$ cat src/rtl/bsp_pkg.sv
// Shared types for the banked stack pointer unit.
// Assumes: a single bit picks between the two pointer banks.
package bsp_pkg;
    typedef enum logic {
        SEL_MAIN = 1'b0,
        SEL_PROC = 1'b1
    } stack_sel_e;
endpackage

$ cat src/rtl/bsp_mode_ctl.sv
// Mode tracker: counts nested exceptions, derives Thread/Handler mode and
// holds the software stack-select bit, which it turns into a bank choice.
// Assumes: strobes are one cycle wide and already prioritised upstream.
module bsp_mode_ctl
    import bsp_pkg::*;
#(
    parameter int DEPTH_W = 3
) (
    input  logic       clk,
    input  logic       rst_n,
    input  logic       exc_entry,
    input  logic       exc_return,
    input  logic       ctrl_sel_we,
    input  logic       ctrl_sel_wd,
    output logic       handler_mode,
    output stack_sel_e active_sel
);
    localparam logic [DEPTH_W-1:0] DEPTH_MAX = {DEPTH_W{1'b1}};

    logic [DEPTH_W-1:0] depth_q;
    logic               sel_bit_q;

    // Nesting depth: entry wins, saturates at the top, return stops at zero.
    always_ff @(posedge clk) begin
        if (!rst_n) begin
            depth_q <= '0;
        end else if (exc_entry) begin
            if (depth_q != DEPTH_MAX) depth_q <= depth_q + 1'b1;
        end else if (exc_return && depth_q != '0) begin
            depth_q <= depth_q - 1'b1;
        end
    end

    // Stack-select bit: writable only from Thread mode.
    always_ff @(posedge clk) begin
        if (!rst_n)                           sel_bit_q <= 1'b0;
        else if (ctrl_sel_we && !handler_mode) sel_bit_q <= ctrl_sel_wd;
    end

    // Bank choice: Handler mode always uses the main stack.
    always_comb begin
        handler_mode = (depth_q != '0);
        active_sel   = (sel_bit_q && !handler_mode) ? SEL_PROC : SEL_MAIN;
    end

    p_reset_state_r1: assert property (@(posedge clk)
        !rst_n |=> (!handler_mode && active_sel == SEL_MAIN));

    p_entry_handler_r6: assert property (@(posedge clk) disable iff (!rst_n)
        exc_entry |=> handler_mode);

    p_depth_saturate_r6: assert property (@(posedge clk) disable iff (!rst_n)
        (exc_entry && depth_q == DEPTH_MAX) |=> depth_q == DEPTH_MAX);

    p_last_return_r7: assert property (@(posedge clk) disable iff (!rst_n)
        (exc_return && !exc_entry && depth_q == 1) |=> !handler_mode);

    p_inner_return_r7: assert property (@(posedge clk) disable iff (!rst_n)
        (exc_return && depth_q > 1) |=> handler_mode);

    p_sel_locked_r8: assert property (@(posedge clk) disable iff (!rst_n)
        (handler_mode && ctrl_sel_we) |=> sel_bit_q == $past(sel_bit_q));
endmodule

$ cat src/rtl/bsp_sp_bank.sv
// Pointer bank: two word-aligned stack pointers, push/pop arbitration and
// access address generation for the selected bank.
// Assumes: AW > 2; pointers are stored without their two zero low bits.
module bsp_sp_bank
    import bsp_pkg::*;
#(
    parameter int AW = 32
) (
    input  logic          clk,
    input  logic          rst_n,
    input  logic [AW-1:0] msp_reset_val,
    input  stack_sel_e    active_sel,
    input  logic          push,
    input  logic          pop,
    input  logic          msp_we,
    input  logic [AW-1:0] msp_wd,
    input  logic          psp_we,
    input  logic [AW-1:0] psp_wd,
    output logic [AW-1:0] sp_active,
    output logic [AW-1:0] mem_addr,
    output logic          mem_wr,
    output logic          mem_rd
);
    localparam int WW    = AW - 2;
    localparam int BANKS = 2;

    logic [BANKS-1:0]         we_v;
    logic [BANKS-1:0][AW-1:0] wd_v;
    logic [BANKS-1:0][WW-1:0] rst_v;
    logic [WW-1:0]            sp_word [BANKS];
    logic [WW-1:0]            act_word;
    logic                     act_we;
    logic                     do_push;
    logic                     do_pop;

    assign we_v  = {psp_we, msp_we};
    assign wd_v  = {psp_wd, msp_wd};
    assign rst_v = {{WW{1'b0}}, msp_reset_val[AW-1:2]};

    // Access arbitration: a lone push or pop, not overridden by a direct write.
    always_comb begin
        act_word = sp_word[active_sel];
        act_we   = we_v[active_sel];
        do_push  = push && !pop && !act_we;
        do_pop   = pop && !push && !act_we;
        mem_wr   = do_push;
        mem_rd   = do_pop;
        mem_addr = {(do_pop ? act_word : act_word - WW'(1)), 2'b00};
        sp_active = {act_word, 2'b00};
    end

    for (genvar b = 0; b < BANKS; b++) begin : g_bank
        logic          here;
        logic [WW-1:0] word_q;
        assign here = (active_sel == stack_sel_e'(b));

        // Pointer register: direct write first, then push or pop when active.
        always_ff @(posedge clk) begin
            if (!rst_n)                word_q <= rst_v[b];
            else if (we_v[b])          word_q <= wd_v[b][AW-1:2];
            else if (here && do_push)  word_q <= word_q - WW'(1);
            else if (here && do_pop)   word_q <= word_q + WW'(1);
        end
        assign sp_word[b] = word_q;
    end

    p_push_lands_r2: assert property (@(posedge clk) disable iff (!rst_n)
        mem_wr |=> (active_sel != $past(active_sel)) || (sp_active == $past(mem_addr)));

    p_pop_rises_r3: assert property (@(posedge clk) disable iff (!rst_n)
        mem_rd |=> (active_sel != $past(active_sel)) ||
                   (sp_active == $past(sp_active) + AW'(4)));

    p_main_untouched_r9: assert property (@(posedge clk) disable iff (!rst_n)
        (active_sel == SEL_PROC && !msp_we) |=> sp_word[0] == $past(sp_word[0]));

    p_proc_untouched_r9: assert property (@(posedge clk) disable iff (!rst_n)
        (active_sel == SEL_MAIN && !psp_we) |=> sp_word[1] == $past(sp_word[1]));

    p_clash_no_strobe_r10: assert property (@(posedge clk) disable iff (!rst_n)
        (push && pop) |-> (!mem_wr && !mem_rd));
endmodule

$ cat src/rtl/bank_sp_unit.sv
// Banked stack pointer unit top: joins the mode tracker and the pointer bank.
// Assumes: memory accepts one access per strobe in the cycle it is raised.
module bank_sp_unit
    import bsp_pkg::*;
#(
    parameter int AW      = 32,
    parameter int DEPTH_W = 3
) (
    input  logic          clk,
    input  logic          rst_n,
    input  logic [AW-1:0] msp_reset_val,
    input  logic          exc_entry,
    input  logic          exc_return,
    input  logic          ctrl_sel_we,
    input  logic          ctrl_sel_wd,
    input  logic          push,
    input  logic          pop,
    input  logic          msp_we,
    input  logic [AW-1:0] msp_wd,
    input  logic          psp_we,
    input  logic [AW-1:0] psp_wd,
    output logic          handler_mode,
    output logic          proc_active,
    output logic [AW-1:0] sp_active,
    output logic [AW-1:0] mem_addr,
    output logic          mem_wr,
    output logic          mem_rd
);
    stack_sel_e active_sel;

    bsp_mode_ctl #(.DEPTH_W(DEPTH_W)) u_mode (
        .clk          (clk),
        .rst_n        (rst_n),
        .exc_entry    (exc_entry),
        .exc_return   (exc_return),
        .ctrl_sel_we  (ctrl_sel_we),
        .ctrl_sel_wd  (ctrl_sel_wd),
        .handler_mode (handler_mode),
        .active_sel   (active_sel)
    );

    bsp_sp_bank #(.AW(AW)) u_bank (
        .clk           (clk),
        .rst_n         (rst_n),
        .msp_reset_val (msp_reset_val),
        .active_sel    (active_sel),
        .push          (push),
        .pop           (pop),
        .msp_we        (msp_we),
        .msp_wd        (msp_wd),
        .psp_we        (psp_we),
        .psp_wd        (psp_wd),
        .sp_active     (sp_active),
        .mem_addr      (mem_addr),
        .mem_wr        (mem_wr),
        .mem_rd        (mem_rd)
    );

    assign proc_active = (active_sel == SEL_PROC);

    p_handler_main_r5: assert property (@(posedge clk) disable iff (!rst_n)
        handler_mode |-> !proc_active);
endmodule

$ cat config.mk
export PLATFORM = sky130hd
export DESIGN_NAME = bank_sp_unit
export DESIGN_NICKNAME = d
export VERILOG_FILES = /design/src/rtl/bsp_pkg.sv /design/src/rtl/bsp_mode_ctl.sv /design/src/rtl/bsp_sp_bank.sv /design/src/rtl/bank_sp_unit.sv
export SDC_FILE = /design/constraint.sdc
export NUM_CORES = 1
export LEC_CHECK = 0
export ABC_AREA = 1
export CORE_MARGIN = 5
export CORE_UTILIZATION = 31
export CTS_CLUSTER_SIZE = 14
export DETAILED_ROUTE_END_ITERATION = 10
export GPL_TIMING_DRIVEN = 0
export PLACE_DENSITY = 0.64
export SYNTH_ARGS = -nofsm -noshare
export SYNTH_HDL_FRONTEND = slang
export SYNTH_SLANG_ARGS = --single-unit
export TNS_END_PERCENT = 30
$ cat constraint.sdc
create_clock -name clk -period 7.8 [get_ports clk]
set_clock_uncertainty 0.2 [all_clocks]
set_input_delay 1.95 -clock clk [delete_from_list [all_inputs] [get_ports clk]]
set_output_delay 1.95 -clock clk [all_outputs]
set_load 0.01 [all_outputs]
# == Word-level counts from Yosys, hierarchy flattened ==
# Cells that the tools add are included.
# word_totals
regBits,64
input_bits,106
output_inout_bits,68
word_cells,54
# op_classes
add_sub_neg,7
order_cmp,2
n_eq_ne,3
n_mux,17
bitwise,2
n_reduce_logical,19
# ops
cell,n
2-to-1 mux 30 bit,11
subtractor 30 x 1 -> 30 bit (second input constant),3
adder 30 x 1 -> 30 bit (second input constant),2
logical AND 1 bit,11
2-to-1 mux 3 bit,3
nonzero test 3 bit,2
logical NOT 1 bit,4
inequality test 4 x 1 -> 1 bit (second input constant),1
adder 3 x 1 -> 3 bit (second input constant),1
2-to-1 mux 1 bit,3
inequality test 3 bit (second input constant),1
subtractor 3 x 1 -> 3 bit (second input constant),1
>= comparator 2 bit (second input constant),1
< comparator 1 x 2 -> 1 bit (second input constant),1
inequality test 2 x 1 -> 1 bit (second input constant),1
inverter 1 -> 2 bit,1
AND reduction 2 bit,1
nonzero test 2 bit,1
inverter 1 bit,1

# == Longest topological paths before layout ==
# Gate-level depths: netlist of run 1.
# logic_depth
ltp_word,13
depth_mapped,22
depth_no_buf,21

# == Hierarchy ==
# From an unflattened synthesis of run 1, not the netlist that was laid out.
# hier_totals
cells_unflattened,1441
area_unflattened_um2,8390.5
# modules_own_cells
mod,instances,cells_each,area_each_um2,seq_area_each_um2
bsp_sp_bank,1,1398,8104.0,1501.4
bsp_mode_ctl,1,43,286.5,80.1

# == Worst setup path after synthesis of run 1 ==
# No wires, ideal clock.
# synth_timing
kind,input-to-output
start,in psp_we
end,out mem_addr[17]
arrival_time_ns,3.343
required_ns,5.650
path_slack_ns,2.307
path_stages,11
n_path_buf,1
cell_sequence,buf_2 > clkinv_1 > nand4_1 > nand2_1 > nand2_1 > nand2_1 > nor2_2 > nand3_2 > nor2_4 > nand2_1 > xor2_1
# synth_between
elab_chain_cells,5
# synth_rtl
element,line_no,rtl
start: declaration,bank_sp_unit.sv:20,"input logic psp_we,"
2-to-1 mux 1 bit (implied by the code) (2 in a row),bsp_sp_bank.sv:43,act_we = we_v[active_sel];
logical NOT 1 bit,bsp_sp_bank.sv:45,do_pop = pop && !push && !act_we;
logical AND 1 bit,bsp_sp_bank.sv:45,
2-to-1 mux 30 bit,bsp_sp_bank.sv:48,"mem_addr = {(do_pop ? act_word : act_word - WW'(1)), 2'b00};"
end: declaration,bank_sp_unit.sv:25,"output logic [AW-1:0] mem_addr,"
# Every way passes these cells. The select of a mux whose other input is x is not followed.

# == Worst setup path in the final report of run 1 ==
# layout_timing
start,in psp_we
end,out mem_addr[16]
# Same word-level chain as after synthesis.

==> flow_summary_export.csv, run 1 <==
group,metric,value,unit
place,io_buffers,162,
synth,syn_inst,1558,
route,finalWirelength,36220,µm
synth,synth_top_cells_by_count,"nand2_1 (542), inv_1 (210), nor2_1 (209), a21oi_1 (112)",
sta,finalSetupViolCount,0,
critical_path,r2r_slack,3.33,ns
power,irDropWorstVdd,0.08109,mV
floorplanning,initial_core_util,31.35,%
cts,clk_root_buffer_cell,"clkbuf_16",
critical_path,setup.worst_path.end_class,"output port",
critical_path,critical_path_arrival,4.69,ns
power,p_leak,5.558,nW
synth,ys_top_cells_by_area,"nand2_1 (23%), edfxtp_1 (10%), inv_1 (9.1%)",
global_route,grt_util_met2,35.20,%
cells_and_area,multiInputGateArea,6092,µm²
cts,post_cts_buffers,0,
cells_and_area,area_delta_synth_final,28.14,%
global_route,grt-ovfl-total,0,
cts,clk_path_buf_depth,2,
route,viasPerCell,4.975,
cts,clkLatencyLatePin,0.35,ns
synth,yosysMostFrequentCell,"nand2_1",
sta,fin_tns_setup,0,ns
cts,numCtsBuffers,9,
min_path,min_path_type,"reg -> reg",
critical_path,cp-start-kind,"input pin",
cells_and_area,drive_gt1_share,3.506,%
route,drc,0,
floorplanning,die_x,177.4,µm
run,max_cap_violations,0,
cells_and_area,final_core_util,40.17,%
sta,period_share,87.67,%
route,dr.pass1.iters,6,
cts,htreeDepth,3,
cells_and_area,n_fill_cell,3065,
synth,seq_area_frac_synth,18.21,%
floorplanning,die_y,177.4,µm
place,hpwl,30400,µm
synth,synthArstFlopShare,0,%
critical_path,r2r_start,"u_mode.depth_q[1]$_SDFFE_PN0P_",
cells_and_area,diodes,0,
cells_and_area,seqCellArea,1582,µm²
sta,fin_crit,6.838,ns
cts,clock_sinks,64,
critical_path,required,5.65,ns
global_route,track_usage,22.48,%
critical_path,cp_common_cell,"nand2_1",
synth,syn_area_per_cell,5.574,µm²
global_route,grtUsageMet1,31.24,%
synth,synth_top_area_share,23.43,%
floorplanning,core_area,27710,µm²
synth,synthesis.area,8685,µm²
critical_path,reg2reg_to,"u_bank.g_bank[0].word_q[18]$_DFFE_PP_",
global_route,grt_pass1_vias,9804,
synth,synth_largest_area_cell,"nand2_1",
cts,cts.repair.resized,0,
route,drtIter0Drc,799,
route,detail-route-antenna-nets,0,
sta,relSlewSlack,24.64,%
global_route,grt_max_degree,31,
sta,max_freq,0.1462,GHz
sta,slew_violations,0,
route,dr_total_vias,10540,
sta,rsz0062_at_grt,"false",
critical_path,r2r_cells,20,
sta,worst_pin_slew,1.129,ns
floorplanning,pin_count,174,
critical_path,path_max_fanout,9,
cells_and_area,nets,1901,
place,place_congestion,0.9827,
critical_path,startpoint,"psp_we",
synth,yosysUniqueCellTypes,42,
route,post_drt_wl_per_cell,17.10,µm
sta,hold_viol,0,
global_route,top_usage_layer,"met2",
cts,clk_pin_slew,0.06,ns
floorplanning,dieArea,31460,µm²
cts,cts_tree,"built",
global_route,grt_pass1_wl,54520,µm
global_route,use_met3,3.792,%
run_status,status,"finished clean",
min_path,holdPathEnd,"u_bank.g_bank[1].word_q[29]$_SDFFE_PN0P_",
power,power_density,149.1,nW/µm²
critical_path,crit_type,"in -> out",
min_path,holdPathStages,2,
critical_path,slowest_delay,0.59,ns
cts,ctsHoldBuffers,0,
synth,synth_edf_count,30,
critical_path,path_cells,"buf_2 > clkinv_1 > nand4_1 > nand2_1 > nand2_1 > nand3_1 > nor3_2 > nand2_1 > xor2_1 > clkdlybuf4s50_1",
floorplanning,rows,61,
synth,yosys_warnings,0,
synth,ys.flop_type,"dfxtp_1",
synth,ys_ff_latch,64,
global_route,antenna_found_initial,0,
min_path,hp-start,"u_bank.g_bank[1].word_q[29]$_SDFFE_PN0P_",
critical_path,cp_slowest_cell,"clkdlybuf4s50_1",
==> metrics by stage <==
stage                     setup WS (ns)  instances  total power [mW]  area (µm²)  hold WS [ns]
after detailed placement          1.049       2102             1.241       10840        0.2949
after global placement            1.015       2101             1.236       10790        0.2907
after floorplan                   2.307       1561            0.8799        8696        0.2618
final                            0.9615       2118             1.659       11130        0.3075
after global routing             0.8638       2118             1.756       11130        0.3306
after CTS                         1.022       2118             1.653       11130        0.3047
==> how the worst max path moves through the flow <==
stage | endpoint | slack, ns | depth (start not counted)
floorplan | mem_addr[17] | 2.31 | 11
global placement | mem_addr[16] | 1.01 | 10
detailed placement | mem_addr[16] | 1.05 | 10
CTS | mem_addr[16] | 1.02 | 10
global route | mem_addr[16] | 0.86 | 10
finish | mem_addr[16] | 0.96 | 10
==> cell type report <==
class | count | share of cell area [%]
clock inverters | 5 | 0.2586
flip-flops and latches | 64 | 14.21
plain buffers | 41 | 2.058
multi-input cells | 1240 | 54.74
inverters | 216 | 7.286
repair buffers | 163 | 14.82
clock buffers | 11 | 2.372
well taps | 378 | 4.250
==> registers in the layout (all words and copies together), names as in the netlist <==
signal / count
u_bank.g_bank.word_q: 60
u_mode.depth_q: 3
u_mode.sel_bit_q: 1
==> power breakdown <==
| group | switching (mW) | internal, mW |
|---|---|---|
| registers | 0.0507 | 0.394 |
| logic | 0.480 | 0.323 |
| clock network | 0.169 | 0.242 |
| total | 0.700 | 0.959 |
==> layout by cell type, fill, tap and decap left out, types with 5 or more instances in the layout <==
cell,n
buf_6,6
dfxtp_1,34
buf_4,6
nor3_1,15
nand2_1,542
nor2_1,209
a21oi_1,112
edfxtp_1,30
o21ai_0,83
nand3b_1,5
o21bai_1,7
nand4_1,20
xor2_1,35
buf_2,6
xnor2_1,9
o21ai_1,14
o21ai_2,7
inv_1,210
clkbuf_1,22
nor2_2,7
nand3_1,83
clkbuf_16,10
clkdlybuf4s50_1,162
ha_1,57
==> metal layers <==
layer	wire, µm	vias to the layer above
li1	-	5307
met1	16530	4752
met2	15840	421
met3	2681	58
met4	1168	0
met5	0	-
==> critical path: cells and delay by family <==
family / cells / cell delay (ns)
and+or+nand+nor: 6 / 1.36
buffers and inverters: 3 / 1.16
xor gates and xnor gates: 1 / 0.21
==> kinds of logic after synthesis <==
logic type / Yosys count / share of synthesized area [%]
other: 1 / 0.04318
adders and majority gates: 60 / 8.904
AOI/OAI and AO/OA: 238 / 14.64
buffers and inverters: 257 / 11.97
DFF: 64 / 18.21
xor gates and xnor gates: 44 / 4.437
and+or+nand+nor: 894 / 41.80
(Power assumes the default switching activity.)
==> run 2: changes to the inputs <==
--- a/config.mk
+++ b/config.mk
@@ -15,4 +15,4 @@
 export SYNTH_ARGS = -nofsm -noshare
 export SYNTH_HDL_FRONTEND = slang
 export SYNTH_SLANG_ARGS = --single-unit
-export TNS_END_PERCENT = 30
+export TNS_END_PERCENT = 10
==> results of run 2 <==
The final DEF is identical to that of run 1; final timing and power are the same.
